## src/rtl/interleaved_mul_reducer.sv

```systemverilog
module interleaved_mul_reducer #(
  parameter int W = 16,
  parameter int M = 8,
  parameter int N = 128,
  parameter int L = 3
) (
  input  logic         clk,
  input  logic         rst,
  input  logic         start,
  input  logic         in_valid,
  input  logic [W-1:0] in_data,
  output logic [W-1:0] result,
  output logic         done
);

  localparam int CW = $clog2(N + 1);
  localparam int RW = $clog2(M + 1);

  generate
    if (L > M || L < 1 || M < 2) begin : g_bad_cfg
      $error("multiplier latency must be between 1 and M, and M at least 2");
    end
  endgenerate

  typedef enum logic [1:0] {S_IDLE, S_RUN, S_RED} state_t;

  state_t        state;
  logic [W-1:0]  slot [M];
  logic [CW-1:0] cnt;
  logic [RW-1:0] rcnt;
  logic [W-1:0]  acc;

  // slot[0..L-1] stand for the multiplier stages, the rest are plain ring registers
  wire [W-1:0] tail   = slot[M-1];
  wire [W-1:0] mul_b  = (state == S_RED) ? acc : in_data;
  wire [W-1:0] prod   = tail * mul_b;
  wire         accept = (state == S_RUN) && in_valid && !start;

  always_ff @(posedge clk) begin
    if (rst) begin
      state  <= S_IDLE;
      cnt    <= '0;
      rcnt   <= '0;
      acc    <= '0;
      result <= '0;
      done   <= 1'b0;
      for (int j = 0; j < M; j++) slot[j] <= '0;
    end else begin
      done <= 1'b0;
      if (start) begin
        state <= S_RUN;
        cnt   <= '0;
        for (int j = 0; j < M; j++) slot[j] <= W'(1);
      end else begin
        case (state)
          S_RUN: if (accept) begin
            slot[0] <= prod;
            for (int j = 1; j < M; j++) slot[j] <= slot[j-1];
            if (cnt == CW'(N - 1)) begin
              state <= S_RED;
              rcnt  <= '0;
              acc   <= W'(1);
            end else begin
              cnt <= cnt + 1'b1;
            end
          end
          S_RED: begin
            acc     <= prod;
            slot[0] <= tail;
            for (int j = 1; j < M; j++) slot[j] <= slot[j-1];
            if (rcnt == RW'(M - 1)) begin
              result <= prod;
              done   <= 1'b1;
              state  <= S_IDLE;
            end else begin
              rcnt <= rcnt + 1'b1;
            end
          end
          default: ;
        endcase
      end
    end
  end

  logic all_one;
  always_comb begin
    all_one = 1'b1;
    for (int j = 0; j < M; j++) if (slot[j] != W'(1)) all_one = 1'b0;
  end

  p_fresh_ones_r2: assert property (@(posedge clk) disable iff (rst)
    (state == S_RUN && cnt == '0) |-> all_one);

  p_count_bound_r3: assert property (@(posedge clk) disable iff (rst)
    (state == S_RUN) |-> (cnt < CW'(N)));

  p_done_pulse_r6: assert property (@(posedge clk) disable iff (rst)
    done |=> !done);

  p_done_from_fold_r6: assert property (@(posedge clk) disable iff (rst)
    done |-> $past(state == S_RED));

  p_result_hold_r7: assert property (@(posedge clk) disable iff (rst)
    !done |-> $stable(result));

  p_idle_ignores_r7: assert property (@(posedge clk) disable iff (rst)
    (state == S_IDLE && !start) |=> (state == S_IDLE && !done));

endmodule

```

## config.mk

```make
export PLATFORM = sky130hd
export DESIGN_NAME = interleaved_mul_reducer
export DESIGN_NICKNAME = d
export VERILOG_FILES = /design/src/rtl/interleaved_mul_reducer.sv
export SDC_FILE = /design/constraint.sdc
export NUM_CORES = 1
export LEC_CHECK = 0
export CAP_MARGIN = 20
export CORE_UTILIZATION = 50
export DETAILED_ROUTE_END_ITERATION = 7
export PLACE_DENSITY = 0.67
export RECOVER_POWER = 50
export SLEW_MARGIN = 20
export SYNTH_ARGS = -nofsm -noshare
export SYNTH_HDL_FRONTEND = slang
export SYNTH_SLANG_ARGS = --single-unit
```

## constraint.sdc

```tcl
create_clock -name clk -period 8.6 [get_ports clk]
set_input_delay 0.86 -clock clk [delete_from_list [all_inputs] [get_ports clk]]
set_output_delay 0.86 -clock clk [all_outputs]
set_load 0.005 [all_outputs]
```

# == Word-level counts from Yosys, hierarchy flattened ==
# Memory sizes are Yosys's and may differ from the RTL's.
# Cells that the tools add are included.
# Widths: inputs -> output; s select.
# classes
n_addsub,2
n_mul,1
n_div,0
n_lt_le_gt_ge,0
n_eq_ne,11
n_shift,0
n_mux,52
bitwise_logic,27
n_reduce_logical,13
# ops
operator,n
$mux 16,27
$pmux 16 s2,1
$or 1x1->1,24
$mul 16x16->16,1
$mux 1,16
$mux 4,3
$reduce_and 4->1,3
$add 8x1->8 const B,1
$eq 8x7->1 const B,1
$pmux 4 s2,1
$mux 2,3
$ne 3x2->1 const B,2
$reduce_and 3->1,2
$reduce_and 5->1,1
$add 4x1->4 const B,1
$eq 4x3->1 const B,1
$ne 2x1->1 const B,2
$ne 2x2->1 const B,2
$pmux 2 s2,1
$ne 3x3->1 const B,1
$not 1->1,3
$reduce_bool 3->1,1
$reduce_or 3->1,1
$eq 2x1->1 const B,1
other kinds (5),6
# totals
ff_bits,47
latchBits,0
ramBits,128
romBits,0
inputBits,20
memories,1
# mem_list
name,words,word_bits,read_ports,rd_ports_with_merged_regs,write_ports,line_no,rtl
slot,8,16,8,0,8,28,logic [W-1:0] slot [M];

# == Depth between registers and ports, before layout ==
# Gate-level depths: netlist of the first run.
# logic_depth
depth_word,10
mapped_depth,26
mapped_depth_nobuf,23

# == Worst setup path before layout of the first run ==
# OpenSTA, ideal clock, no wires.
# synth_timing
path_kind,input to register
from,input port in_data[1]
to,"memory slot[0][15], data pin"
setup_time_ps,256
arrival_ps,5884
setup_slack_ps,2460
stages,20
n_path_buf,1
cell_sequence,mux2_4 -> clkbuf_1 -> and2_1 -> fa_1 -> inv_1 -> fa_1 -> inv_1 -> ha_1 -> fa_1 -> fa_1 -> inv_1 -> fa_1 -> inv_1 -> ha_1 -> o21ai_0 -> a21oi_1 -> o2111ai_1 -> a31o_2 -> xnor3_1 -> a22o_1
# synth_lines
element,line_no,rtl
"start, declared",11,"input logic [W-1:0] in_data,"
"end, declared",28,

==> summary.md, run 1 <==
| Metric | Value |
|---|---|
| Number of top-level pins | `37` |
| Number of buffers between clock root and the deepest sink | `2` |
| Core Area | `21000 um2` |
| Power density cells | `206 nW/um2` |
| Post-DRT Antenna Nets | `0` |
| Worst slack at placement | `1.59 ns` |
| Data arrival time of the critical path | `7.00 ns` |
| Slack of the worst reg-to-reg path | `1.79 ns` |
| Count of maximum capacitance violations | `5` |
| Average detailed-routed wire length per instance | `17.7 um` |
| Top fanout value on the critical path | `30` |
| Worst voltage drop across the vdd grid | `122 uV` |
| # hold bufs at CTS | `0` |
| Total Nets Final | `1123` |
| RD Place Congestion | `0.853` |
| Number of buffers created by CTS | `17` |
| Final cell area excluding filler cells | `11800 um2` |
| LEAKAGE | `4.96 nW` |
| Startpoint of the lowest-slack register-to-register path | `state[0]$_SDFFE_PP0P_` |
| Commonest non-fill, non-tap cell in the layout | `and2_1` |
| Type of origin of the critical path | `register` |
| Number of register bits inferred by synthesis | `175` |
| Depth of the worst hold-timing path | `2` |
| Critical Path End Type | `register` |
| Cells on worst reg2reg path | `18` |
| Cell chosen for the clock root | `clkbuf_16` |
| Worst hold slack | `0.455 ns` |
| Worst Skew | `0.0236 ns` |
| Synthesized netlist net count | `1110` |
| Y dimension of the die | `148 um` |
| Number of design rule violations left after detail routing | `0` |
| CTS tree | `done` |
| H-tree levels | `4` |
| Combined area of the multi-input logic cells | `5310 um2` |
| CP Class | `register to register` |
| Via count of the first global-routing pass | `6595` |
| Overall via count from detail_route | `6617` |
| Mapped Avg Cell Area | `11.1 um2` |
| Count of routing violations after the opening detailed-route iteration | `395` |
| Max transition margin | `-0.346` |
| Post-synthesis sequential area ratio | `0.448` |
| FILL cells | `1828` |
| Starting density of the core | `0.509` |
| Horizontal extent of the die | `148 um` |
| Number of input and output port buffers inserted | `36` |
| Total GRT Usage | `0.221` |
| Data required time of the critical path | `8.79 ns` |
| Final wirelength | `22300 um` |
| Number of library cell types mapped by synthesis | `49` |
| Sum of negative setup slack | `0 ns` |
| Mean number of vias per cell | `5.25` |
| TritonCTS sink count | `175` |
| Number of inserted diodes | `0` |
| Share of total power in the clock network | `0.320` |
| Setup repair after global routing missed its margin | `false` |
| Final worst slack | `1.79 ns` |
| Total net switching power | `0.825 mW` |
| Area of all sequential standard cells | `4780 um2` |
| Result of the run | `finished, violations left` |
| Gates resized, CTS repair | `0` |
| Post-CTS clock slew at the launch and capture registers of the worst setup and hold paths | `0.08 ns` |
| Initial antenna violation count | `0` |
| Maximum number of pins on one net before global-route repair | `108` |
| Worst skew pair latency | `0.44 ns` |
| FP Rows | `53` |
| Beginning of the worst hold path | `result[5]$_SDFFE_PP0P_` |
| Detailed Routing Iterations Pass 1 | `5` |
| Setup Viol. Count Final | `0` |
| Wire length of the first global-routing pass | `36100 um` |
| Synth Cell Area | `10700 um2` |
| Switching power as a share of total power | `0.338` |
| Tightest Hold Check Type | `register to register` |
| Highest-count cells in the layout ignoring fill and taps | `160 x and2_1, 128 x edfxtp_1, 125 x nand2_1, 104 x inv_1, 80 x fa_1` |
| Total die area | `21900 um2` |
| Congestion Overflow GR | `0` |
| Number of warnings reported in the yosys synthesis log | `0` |
| HPWL after detailed placement | `15500 um` |
| Setup repair bufs after CTS | `0` |
| Reg-to-reg endpoint | `slot[0][15]$_DFFE_PP_` |
| Endpoint of the worst hold path | `result[5]$_SDFFE_PP0P_` |
| Number of instances in the synthesized netlist | `959` |
| Max Fclk | `147 MHz` |
| Count of pins over their slew limit | `162` |
| Cell Int Power | `1.61 mW` |
| Count of final hold-check violations | `0` |
| Shortest period the worst path allows | `6.81 ns` |
| Cell area after placement | `11200 um2` |
| Violations in the final reports | `capacitance limit, slew limit` |
| Fraction of final layout cells sized beyond drive strength 1 | `0.0508` |
| Combinational power share | `0.282` |
| Reg power frac | `0.398` |
| Layout overhead on the synthesized area | `10.7%` |
| Post-route fraction of the period consumed by the critical path | `0.792` |
| Worst-margin pin slew | `2.02 ns` |
## worst max-delay path, stage by stage (launching register included)
cell,delay [ns]
dfxtp_1,0.43
nand2b_4,0.46
mux2_2,0.52
and2_1,0.22
fa_1,0.57
fa_1,0.43
ha_1,0.21
fa_1,0.47
inv_1,0.05
fa_1,0.49
fa_1,0.50
inv_1,0.04
ha_1,0.31
o21ai_0,0.47
a21oi_1,0.19
o2111ai_1,0.28
a31o_2,0.25
xnor3_1,0.46
a22o_1,0.20
## cell usage after synthesis, drive strengths merged
master   number  share of area
xnor3         3         0.0063
xor2         11         0.0090
a21boi        1        0.00070
o21bai        2         0.0014
buf           4         0.0036
nand2b        4         0.0030
nand3         2        0.00094
clkbuf       42          0.015
a31o          1        0.00082
nor3          6         0.0033
and3b         1        0.00082
nand4         4         0.0023
or2           1        0.00059
nor2         30          0.011
a211oi        3         0.0021
o21a          4         0.0028
o22ai         1        0.00059
and2        160          0.094
ha           51          0.060
nor3b         1        0.00070
o31ai         3         0.0021
or3           8         0.0047
inv         104          0.037
fa           80           0.15
nand2       126          0.045
xnor2        29          0.024
edfxtp      128           0.36
nand3b        2         0.0014
o311ai        1        0.00082
a21o          7         0.0049
dfxtp        47          0.088
a22oi         1        0.00070
mux2         12          0.014
and3          1        0.00059
o2111ai       1        0.00082
mux2i         3         0.0028
nor2b         6         0.0035
a22o         27          0.022
a21oi        33          0.015
and2b         1        0.00070
o21ai         7         0.0033
## worst max path at each step
stage,startpoint,to,slack (ns),depth (start not counted)
6_report,state[0]$_SDFFE_PP0P_,slot[0][15]$_DFFE_PP_,1.79,18
5_1_grt,state[0]$_SDFFE_PP0P_,slot[0][15]$_DFFE_PP_,1.46,18
4_1_cts,state[0]$_SDFFE_PP0P_,slot[0][15]$_DFFE_PP_,1.82,18
3_5_place_dp,in_data[2],slot[0][15]$_DFFE_PP_,1.59,18
3_3_place_gp,in_data[4],slot[0][15]$_DFFE_PP_,1.56,18
2_1_floorplan,in_data[1],slot[0][15]$_DFFE_PP_,2.46,20
## metrics by stage
step	power, mW	util	std cells
global route	2.57	0.564	1260
floorplan	1.44	-	959
CTS	2.46	0.565	1260
global placement	1.67	0.536	1228
detailed placement	1.67	0.536	1228
finish	2.44	0.564	1260
## layout make-up
cell class | count | area share
sequential | 175 | 0.405
multi-input combinational | 634 | 0.449
timing repair buffer | 40 | 0.0324
tap | 275 | 0.0291
clock buffer | 18 | 0.0381
clock inverter | 14 | 0.0132
inverter | 104 | 0.0330
## power by group through the flow
| stage | sequential [mW] | combinational [mW] | clock [mW] |
|---|---|---|---|
| 3_5_place_dp | 0.988 | 0.685 | 0 |
| 5_1_grt | 0.975 | 0.769 | 0.827 |
| 3_3_place_gp | 0.988 | 0.682 | 0 |
| 6_report | 0.971 | 0.687 | 0.780 |
| 4_1_cts | 0.970 | 0.691 | 0.797 |
| 2_1_floorplan | 0.969 | 0.471 | 0 |
## cell families after synthesis
kind of cell / count (synthesis) / synth area share
AOI/OAI and AO/OA: 92 / 0.0587
muxes: 15 / 0.0169
buffers and inverters: 150 / 0.0550
DFF: 175 / 0.448
and+or+nand+nor: 353 / 0.171
adders and majority gates: 131 / 0.210
xor gates and xnor gates: 43 / 0.0399
## flip-flops by register name (all words and copies together) (netlist names)
signal  cells
state       2
rcnt        4
cnt         8
acc        16
slot      128
done        1
result     16
## metal layers
layer / GRT usage / up-vias / wire length [um]
met5: 0 / - / 0
met4: 0.0902 / 0 / 638
met3: 0.0393 / 34 / 1240
met2: 0.338 / 182 / 10200
met1: 0.313 / 3250 / 10300
li1: - / 3151 / -
Note: power is estimated with default switching activity, not from simulation.
==> run 2, diff against run 1 <==
==> constraint.sdc (replaced) <==
create_clock -name clk -period 6.9 [get_ports clk]
set_input_delay 0.69 -clock clk [delete_from_list [all_inputs] [get_ports clk]]
set_output_delay 0.69 -clock clk [all_outputs]
set_load 0.005 [all_outputs]
==> summary.md, run 2 (same netlist as run 1, synthesis figures left out) <==
| Metric | Value |
|---|---|
| Number of input and output port buffers inserted | `36 (unchanged)` |
| Critical Path End Type | `register` |
| Count of routing violations after the opening detailed-route iteration | `447 (+13%)` |
| Cell-by-cell listing of the critical path | `nand2b_4 > mux2_2 > and2_1 > fa_1 > fa_1 > ha_1 > fa_1 > inv_1 > fa_1 > fa_1 > inv_1 > ha_1 > o21ai_0 > a21oi_1 > o2111ai_1 > a31o_2 > xnor3_1 > a22o_1` |
| Combined area of the multi-input logic cells | `5310 um2 (unchanged)` |
| Shortest period the worst path allows | `6.43 ns (-0.383 ns)` |
| Switching power as a share of total power | `0.337 (-0.00153)` |
| Total Nets Final | `1129 (+0.53%)` |
| Top fanout value on the critical path | `21 (-30%)` |
| Count of pins over their slew limit | `162 (unchanged)` |
| Core Area | `21000 um2 (unchanged)` |
| FP Rows | `53 (unchanged)` |
| Number of inserted diodes | `0 (unchanged)` |
| Cell chosen for the clock root | `clkbuf_16` |
| Post-DRT Antenna Nets | `0 (unchanged)` |
| Tightest Hold Check Type | `register to register` |
| Crit path max-delay family | `adder cells` |
| Biggest register | `slot` |
| Gates resized, CTS repair | `0 (unchanged)` |
| Wire length of the first global-routing pass | `35700 um (-0.94%)` |
| Data required time of the critical path | `7.09 ns (-1.70 ns)` |
| CP Class | `register to register` |
| Worst slack at placement | `0.249 ns (-1.34 ns)` |
| RD Place Congestion | `0.853 (unchanged)` |
| Result of the run | `finished, violations left` |
| Sum of internal, switching and leakage power | `3.12 mW (+28%)` |
| Setup repair bufs after CTS | `0 (unchanged)` |
| Mean number of vias per cell | `5.24 (-0.25%)` |
| Count of maximum capacitance violations | `5 (unchanged)` |
| Overall via count from detail_route | `6632 (+0.23%)` |
| Highest-count cells in the layout ignoring fill and taps | `160 x and2_1, 128 x edfxtp_1, 125 x nand2_1, 104 x inv_1, 80 x fa_1` |
| Slowest stage delay, CP | `0.50 ns (-0.07 ns)` |
| Detailed Routing Iterations Pass 1 | `5 (unchanged)` |
| TritonCTS sink count | `175 (unchanged)` |
| Congestion Overflow GR | `0 (unchanged)` |
| Layout overhead on the synthesized area | `11.3%` |
| Commonest non-fill, non-tap cell in the layout | `and2_1` |
| Total die area | `21900 um2 (unchanged)` |
| Cells after DPL | `1234 (+0.49%)` |
| Cells on worst reg2reg path | `18 (unchanged)` |
| Total net switching power | `1.05 mW (+27%)` |
| Worst skew pair latency | `0.44 ns (about the same)` |
| Critical path depth in cells | `18 (unchanged)` |
| Cell Int Power | `2.07 mW (+28%)` |
| LEAKAGE | `5.00 nW (+0.69%)` |
| Number of buffers between clock root and the deepest sink | `2 (unchanged)` |
| Depth of the worst hold-timing path | `2 (unchanged)` |
| H-tree levels | `4 (unchanged)` |
| Number of cells in the finished layout apart from fillers | `1266 (+0.48%)` |
| Registers with the most flip-flops | `slot (128), acc (16), result (16)` |
| Combinational power share | `0.296 (+0.014)` |
| Most repeated library cell on the critical path | `fa_1` |
| HPWL after detailed placement | `16000 um (+3.2%)` |
| Reg power frac | `0.388 (-0.010)` |
| Post-CTS clock slew at the launch and capture registers of the worst setup and hold paths | `0.08 ns (about the same)` |
| Y dimension of the die | `148 um (unchanged)` |
| Type of origin of the critical path | `register` |
| Sum of negative setup slack | `0 ns (unchanged)` |
| Area of all sequential standard cells | `4780 um2 (unchanged)` |
| Total GRT Usage | `0.220 (-0.000755)` |
| Average detailed-routed wire length per instance | `17.9 um (+0.98%)` |
| Starting density of the core | `0.509 (unchanged)` |
| Post-route fraction of the period consumed by the critical path | `0.932 (+0.140)` |
| Cell with the biggest individual delay on the critical path | `mux2_2` |
| # hold bufs at CTS | `0 (unchanged)` |
| Buffering stage count on the worst path with inverters included | `2 (unchanged)` |
| Max Fclk | `156 MHz (+6.0%)` |
| Max transition margin | `-0.375 (-0.0290)` |
| FILL cells | `1822 (-0.33%)` |
| Initial antenna violation count | `0 (unchanged)` |
| Number of buffers created by CTS | `17 (unchanged)` |
| Number of design rule violations left after detail routing | `0 (unchanged)` |
| Number of top-level pins | `37 (unchanged)` |
| Setup Viol. Count Final | `0 (unchanged)` |
| Final worst slack | `0.472 ns (-1.32 ns)` |
| Data arrival time of the critical path | `6.62 ns (-0.38 ns)` |
| Fraction of final layout cells sized beyond drive strength 1 | `0.0545 (+0.00373)` |
| Horizontal extent of the die | `148 um (unchanged)` |
| Number of flip-flops under the largest register name | `128 (unchanged)` |
| Setup repair after global routing missed its margin | `false` |
| Violations in the final reports | `capacitance limit, slew limit` |
| Share of total power in the clock network | `0.316 (-0.004)` |
| Power density cells | `263 nW/um2 (+27%)` |
| Worst voltage drop across the vdd grid | `145 uV (+19%)` |
| Worst Skew | `0.0199 ns (-0.00362 ns)` |
| Worst-margin pin slew | `2.06 ns (+0.0435 ns)` |
| Via count of the first global-routing pass | `6518 (-1.2%)` |
| Maximum number of pins on one net before global-route repair | `108 (unchanged)` |
| CTS tree | `done` |
| Count of final hold-check violations | `0 (unchanged)` |
| Final wirelength | `22600 um (+1.5%)` |
-- run 2: cell count changes in the layout (fill, tap and decap cells not counted) --
cell,before,now
buf_4,2,7
clkinv_8,2,4
clkbuf_1,2,3
clkinvlp_4,1,0
inv_6,3,2
mux2_1,1,2
mux2_2,7,6
-- run 2: cell type report --
type | instances | area share
clock buffers | 18 | 0.0379
clock inverters | 14 | 0.0145
inverters | 104 | 0.0329
multi-input cells | 634 | 0.447
flip-flops and latches | 175 | 0.403
well taps | 275 | 0.0290
repair buffers | 46 | 0.0357
-- run 2: path summary, 6_finish.rpt --
check	start	to	slack (ns)
hold / removal	result[12]$_SDFFE_PP0P_	result[12]$_SDFFE_PP0P_	0.45
setup reg to reg	state[0]$_SDFFE_PP0P_	slot[0][15]$_DFFE_PP_	0.47
hold reg to reg	result[12]$_SDFFE_PP0P_	result[12]$_SDFFE_PP0P_	0.45
setup / recovery	state[0]$_SDFFE_PP0P_	slot[0][15]$_DFFE_PP_	0.47
-- run 2: routing by layer --
metal | up-vias | routed length, um | GRT usage
met2 | 177 | 10300 | 0.332
li1 | 3165 | - | -
met5 | - | 0 | 0
met4 | 0 | 473 | 0.0794
met3 | 26 | 1280 | 0.0411
met1 | 3264 | 10500 | 0.319
-- run 2: worst min-delay path, delay by kind of cell, from the launching register on --
kind,cells,cell delay (ns)
AOI/OAI and AO/OA,1,0.05
DFF,1,0.31
and+or+nand+nor,1,0.05
-- run 2: metrics by stage --
stage | utilization | hold WS, ns | instance area [um2]
after floorplan | - | 0.421 | 10700
after global placement | 0.538 | 0.443 | 11300
after detailed placement | 0.538 | 0.447 | 11300
after CTS | 0.568 | 0.460 | 11900
after global routing | 0.567 | 0.477 | 11900
final | 0.567 | 0.455 | 11900
-- run 2: power by group through the flow --
stage	clock network [mW]	logic (mW)	registers [mW]
finish	0.986	0.922	1.21
global route	1.04	1.00	1.21
CTS	1.01	0.922	1.21
detailed placement	0	0.916	1.23
global placement	0	0.906	1.23
floorplan	0	0.587	1.21
